`src/rtl/flash_page_writer.sv`:
```
module flash_page_writer #(
  parameter int LW = 16
) (
  input  logic          clk,
  input  logic          rst_n,
  input  logic          req_valid,
  input  logic [31:0]   req_addr,
  input  logic [LW-1:0] req_len,
  input  logic          req_addr4,
  input  logic          req_page512,
  output logic          busy,
  output logic          done,
  input  logic          src_valid,
  input  logic [7:0]    src_data,
  output logic          src_pop,
  output logic          spi_cs_n,
  output logic          xfer_go,
  output logic [7:0]    xfer_tx,
  input  logic          xfer_ack,
  input  logic [7:0]    xfer_rx
);
  typedef enum logic [2:0] {S_IDLE, S_WEN, S_GAP, S_HDR, S_DATA, S_RS, S_RV, S_FIN} st_t;

  st_t st_q, after_q;
  logic [31:0]   addr_q;
  logic [LW-1:0] rem_q;
  logic [9:0]    chk_q;
  logic [2:0]    idx_q;
  logic          wait_q, a4_q, pg512_q;

  logic [9:0]    off, room, chunk;
  logic [2:0]    hdr_last, sh;
  logic [7:0]    addr_byte;

  assign off       = pg512_q ? {1'b0, addr_q[8:0]} : {2'b0, addr_q[7:0]};
  assign room      = (pg512_q ? 10'd512 : 10'd256) - off;
  assign chunk     = (LW'(room) < rem_q) ? room : rem_q[9:0];
  assign hdr_last  = a4_q ? 3'd4 : 3'd3;
  assign sh        = hdr_last - idx_q;
  assign addr_byte = 8'(addr_q >> {sh, 3'b000});

  assign busy     = (st_q != S_IDLE);
  assign done     = (st_q == S_FIN);
  assign spi_cs_n = (st_q == S_IDLE) || (st_q == S_GAP) || (st_q == S_FIN);
  assign xfer_go  = !wait_q && ((st_q == S_WEN) || (st_q == S_HDR) || (st_q == S_RS) ||
                                (st_q == S_RV) || (st_q == S_DATA && src_valid));
  assign src_pop  = xfer_go && (st_q == S_DATA);

  always_comb begin
    case (st_q)
      S_WEN:   xfer_tx = 8'h06;
      S_HDR:   xfer_tx = (idx_q == 3'd0) ? (a4_q ? 8'h12 : 8'h02) : addr_byte;
      S_DATA:  xfer_tx = src_data;
      S_RS:    xfer_tx = 8'h05;
      default: xfer_tx = 8'h00;
    endcase
  end

  always_ff @(posedge clk or negedge rst_n) begin
    if (!rst_n) begin
      st_q    <= S_IDLE;
      after_q <= S_IDLE;
      addr_q  <= '0;
      rem_q   <= '0;
      chk_q   <= '0;
      idx_q   <= '0;
      wait_q  <= 1'b0;
      a4_q    <= 1'b0;
      pg512_q <= 1'b0;
    end else begin
      if (xfer_go)       wait_q <= 1'b1;
      else if (xfer_ack) wait_q <= 1'b0;
      case (st_q)
        S_IDLE: if (req_valid) begin
          addr_q  <= req_addr;
          rem_q   <= req_len;
          a4_q    <= req_addr4;
          pg512_q <= req_page512;
          st_q    <= (req_len == '0) ? S_FIN : S_WEN;
        end
        S_WEN: if (xfer_ack) begin
          st_q    <= S_GAP;
          after_q <= S_HDR;
        end
        S_GAP: begin
          st_q <= after_q;
          if (after_q == S_HDR) begin
            chk_q <= chunk;
            idx_q <= '0;
          end
        end
        S_HDR: if (xfer_ack) begin
          if (idx_q == hdr_last) st_q <= S_DATA;
          else idx_q <= idx_q + 3'd1;
        end
        S_DATA: if (xfer_ack) begin
          addr_q <= addr_q + 32'd1;
          rem_q  <= rem_q - LW'(1);
          chk_q  <= chk_q - 10'd1;
          if (chk_q == 10'd1) begin
            st_q    <= S_GAP;
            after_q <= S_RS;
          end
        end
        S_RS: if (xfer_ack) st_q <= S_RV;
        S_RV: if (xfer_ack) begin
          st_q    <= S_GAP;
          after_q <= xfer_rx[0] ? S_RS : ((rem_q == '0) ? S_FIN : S_WEN);
        end
        S_FIN:   st_q <= S_IDLE;
        default: st_q <= S_IDLE;
      endcase
    end
  end
endmodule

```
`config.mk`:
```
export PLATFORM = sky130hd
export DESIGN_NAME = flash_page_writer
export DESIGN_NICKNAME = d
export VERILOG_FILES = /design/src/rtl/flash_page_writer.sv
export SDC_FILE = /design/constraint.sdc
export NUM_CORES = 1
export LEC_CHECK = 0
export BUFFER_PORTS_ARGS = -buffer_cell sky130_fd_sc_hd__buf_4
export CAP_MARGIN = 10
export CORE_ASPECT_RATIO = 0.8
export CORE_UTILIZATION = 45
export DETAILED_ROUTE_END_ITERATION = 8
export PLACE_DENSITY = 0.63
export RECOVER_POWER = 100
export SLEW_MARGIN = 20
export SYNTH_ARGS = -nofsm -noshare
export SYNTH_HDL_FRONTEND = slang
export SYNTH_SLANG_ARGS = --single-unit
```
`constraint.sdc`:
```
create_clock -name clk -period 5.1 [get_ports clk]
set_clock_uncertainty 0.05 [all_clocks]
set_input_delay 0.255 -clock clk [delete_from_list [all_inputs] [get_ports clk]]
set_output_delay 0.255 -clock clk [all_outputs]
set_load 0.1 [all_outputs]
```
==> results <==
- The post-cts hold buffer count is 0.
- The total setup violations reported at the end of the flow is 0.
- Net switching is 35.3% of the power.
- The number of buffers between clock root and the deepest sink is 2.
- The fill cell total of the finished layout is 1063.
- Based on the critical path, the design can be clocked at up to 259 MHz.
- Measured along the y axis, the die boundary spans 98.0 um.
- The initial antenna violation count is 0.
- Of the post-synthesis cell area, the part taken by muxes is 6.59%.
- The worst ir drop on vdd is 0.257 mV.
- The CTS tree is built.
- After layout, the worst path uses 75.8% of the clock period.
- The number of port buffers is 76.
- Summed over all nets, the switching power comes to 788 uW.
- The master cell of the clock root buffer is clkbuf_16.
- The cell-internal power is 1440 uW.
- In the final layout, the share of cells above drive strength 1 is 14.6%.
- The average instance area after synthesis is 8.02 sq um.
- Summing all non-filler instances in the final layout gives an area of 6100 sq um.
- The number of antenna cells inserted is 0.
- The cell area reported after detailed placement is 5800 sq um.
- The final number of hold-violating endpoints is 0.
- The routability congestion estimate from global placement is 0.851.
- The first routing iteration left 439 violations.
- For this run, the total global-route usage over all layers was measured as 27.8%.
- The most frequent standard cell in the layout excluding fill and tap cells is a21oi_1.
- The first global-routing pass estimated 25500 um of wire.
- Setup repair after global routing left no endpoint under its margin.
- The proportion of register bits with asynchronous set or reset after synthesis is 100%.
- The data required time of the worst path is 5.29 ns.
- The clock latency of the later-clocked register in the worst-skew pair is 0.34 ns.
- The dominant synthesized flop cell is dfrtp_1.
- The remaining routing DRC violations is 0.
- The placed wire-length estimate after detailed placement is 10900 um.
- Adding up every negative setup slack in the final design gives 0 ns.
- The placement row count is 34.
- When the netlist entered floorplanning its net count stood at 736.
- For this design the static power due to leakage is 0.00263 uW.
- In this run, the combinational gates consume 28.5% of the power.
- The placeable core region is 11100 sq um.
- The unique cell type count in the Yosys netlist is 60.
- Summing all multi-input logic gate instances after layout gives 3110 sq um.
- The transition time at the pin with the least slew margin is 4.03 ns.
- STA classifies the critical path startpoint as a flop.
- The run finished, with violations left.
- In the routed layout, each cell is associated on average with a via count of 6.22.
- Summing the areas of all xor and xnor instances in the mapped netlist gives 1.69% of the synthesized area.
- The net count of the finished layout is 784.
- The clock period could shrink to 3.86 ns.
- The number of pins with negative max-slew slack in the final report was 118.
- The number of cells produced by synthesis is 646.
- The synthesized netlist devotes 25.8% of its cell area to compound gates.
- After clock tree synthesis, the repair step resized 0 gates.
- The total overflow left after global routing is 0.
- The register area is 1750 sq um.
- In the final routed layout, each cell accounts on average for 18.5 um.
- Entering global routing, the biggest net connects 71 pins.
- The tree built by TritonCTS fans out to 70 sinks.
- In the layout the commonest cells are a21oi_1 (77), dfrtp_1 (70), o21ai_0 (68).
- TritonCTS created 9 clock buffers.
- The starting density of the core is 46.9%.
- Of the total power, registers draw 35.8%.
- STA classifies the critical path endpoint as a flop.
- In this run the post-CTS setup repair buffer count came out at 0.
- For this design the top-level I/O count stands at 84.
- The routed via count is 5244.
- In this run, synthesis inferred 0 flip-flops with an integrated enable.
- The type of the worst min-delay path is in -> reg.
- The number of warnings issued by yosys is 0.
- The synthesized cell area is 5180 sq um.
- Data arrives at the worst endpoint at 4.06 ns.
- The die is 122 um wide.
- The detail route stage leaves a number of antenna-violating nets equal to 0.
- The via count of the first global-routing pass was 4853.
- By area, the combinational part of the netlist is dominated by compound AO/OA/AOI/OAI gates.
- Sequential elements use 33.8% of the synthesized area.
- The number of max-capacitance violations reported is 2.
- The detailed-router iteration count before antenna repair is 5.
- In this run the number of H-tree levels came out at 3.
- Of the total synthesized cell area, the portion taken by full adders, half adders and majority gates is 4.73%.
- Per report_power, the clock group accounts for 35.7% of the total.
- Dividing total power by cell area gives a power density of 365 nW/um^2.
- The critical path is of the reg -> reg type.
- The relative area change from synthesis to final layout is 17.7%.
- The final reports fail on max-capacitance violations, max-slew violations.
- The detailed-route wire length is 15600 um.
- The register clock-pin slew on the reported worst setup and hold paths is 0.06 ns.
- The synthesized-area fraction occupied by and/or/nand/nor cells is 21.1%.
- The synthesis-stage register bit count is 70.
- Headroom to the max-slew limit came out at -169%.
- The die covers 12000 sq um.
- In this run the worst path has a maximum fanout of 46.
[routing by layer]
metal	vias to the layer above	wire length, um	GRT usage (%)
li1	2502	-	-
met2	195	6570	39.5
met3	14	1100	7.48
met1	2533	7720	41.8
met4	0	157	5.70
met5	-	0	0
[final timing paths]
path / cells past startpoint / from / end / slack (ns)
worst max-delay path: 4 / st_q[0] / addr_q[6] / 1.24
worst min-delay path: 3 / req_addr4 / a4_q / 0.08
worst max register to register: 4 / st_q[0] / addr_q[6] / 1.24
worst min register to register: 1 / wait_q / wait_q / 0.47
max in group asynchronous: 1 / rst_n / addr_q[21] / 1.47
min in group asynchronous: 1 / rst_n / rem_q[15] / 1.27
[stage by stage]
step | setup WS, ns | hold slack (ns) | power, uW | instances | utilization, %
final | 1.24 | 0.0761 | 2230 | 843 | 55.2
after global routing | 0.592 | 0.0918 | 2360 | 843 | 55.2
after CTS | 1.43 | 0.0573 | 2230 | 843 | 55.8
after detailed placement | 1.48 | 0.417 | 1430 | 827 | 52.4
after global placement | 1.55 | 0.421 | 1410 | 827 | 52.4
after floorplan | 1.03 | -0.0906 | 1220 | 646 | -
[critical path: stages, from the launching register on]
cell	delay (ns)
dfrtp_1	0.58
nor3_1	0.93
clkbuf_1	1.59
o21ai_0	0.32
a22oi_1	0.25
[sequential cells by signal, indices dropped and copies added (netlist names)]
| name | flops |
|---|---|
| a4_q | 1 |
| addr_q | 32 |
| after_q | 3 |
| chk_q | 10 |
| idx_q | 3 |
| pg512_q | 1 |
| rem_q | 16 |
| st_q | 3 |
| wait_q | 1 |
[cell usage after synthesis (6+ instances only)]
| library cell | instances | area share (%) |
|---|---|---|
| a21oi_1 | 77 | 7.4 |
| dfrtp_1 | 70 | 34 |
| o21ai_0 | 67 | 6.5 |
| nand2_1 | 59 | 4.3 |
| nor2_1 | 44 | 3.2 |
| inv_1 | 38 | 2.8 |
| clkbuf_1 | 34 | 2.5 |
| nand3_1 | 30 | 2.9 |
| o22ai_1 | 27 | 3.3 |
| nor3_1 | 23 | 2.2 |
| ha_1 | 18 | 4.3 |
| mux2i_1 | 15 | 2.9 |
| a2bb2oi_1 | 14 | 2.4 |
| nor4_1 | 11 | 1.3 |
| and3_1 | 10 | 1.2 |
| a22oi_1 | 9 | 1.3 |
| mux4_2 | 8 | 3.5 |
| nand4_1 | 6 | 0.72 |
| or4_1 | 6 | 0.87 |
| xnor2_1 | 6 | 1.0 |
[power by group through the flow]
stage	Sequential (uW)	Combinational (uW)	Clock [uW]
6_report	798	635	797
5_1_grt	811	714	831
4_1_cts	792	634	804
3_5_place_dp	802	628	0
3_3_place_gp	797	611	0
2_1_floorplan	718	502	0
[cells by family (layout without fill, tap and decap cells)]
family | count (synthesis) | in the layout
AO/OA/AOI/OAI | 225 | 225
buffers and inverters | 82 | 135
AND/OR/NAND/NOR | 216 | 216
XOR/XNOR | 10 | 10
multiplexers | 24 | 24
adder cells (fa/ha/maj) | 19 | 19
flip-flops | 70 | 70
[cell type report]
class	instances	area share [%]
tap	144	2.95
multi-input combinational	494	50.9
inverter	38	2.34
sequential	70	28.7
timing repair buffer	81	9.04
clock inverter	6	2.17
clock buffer	10	3.92
No activity file was read; power rests on OpenSTA's default activity.
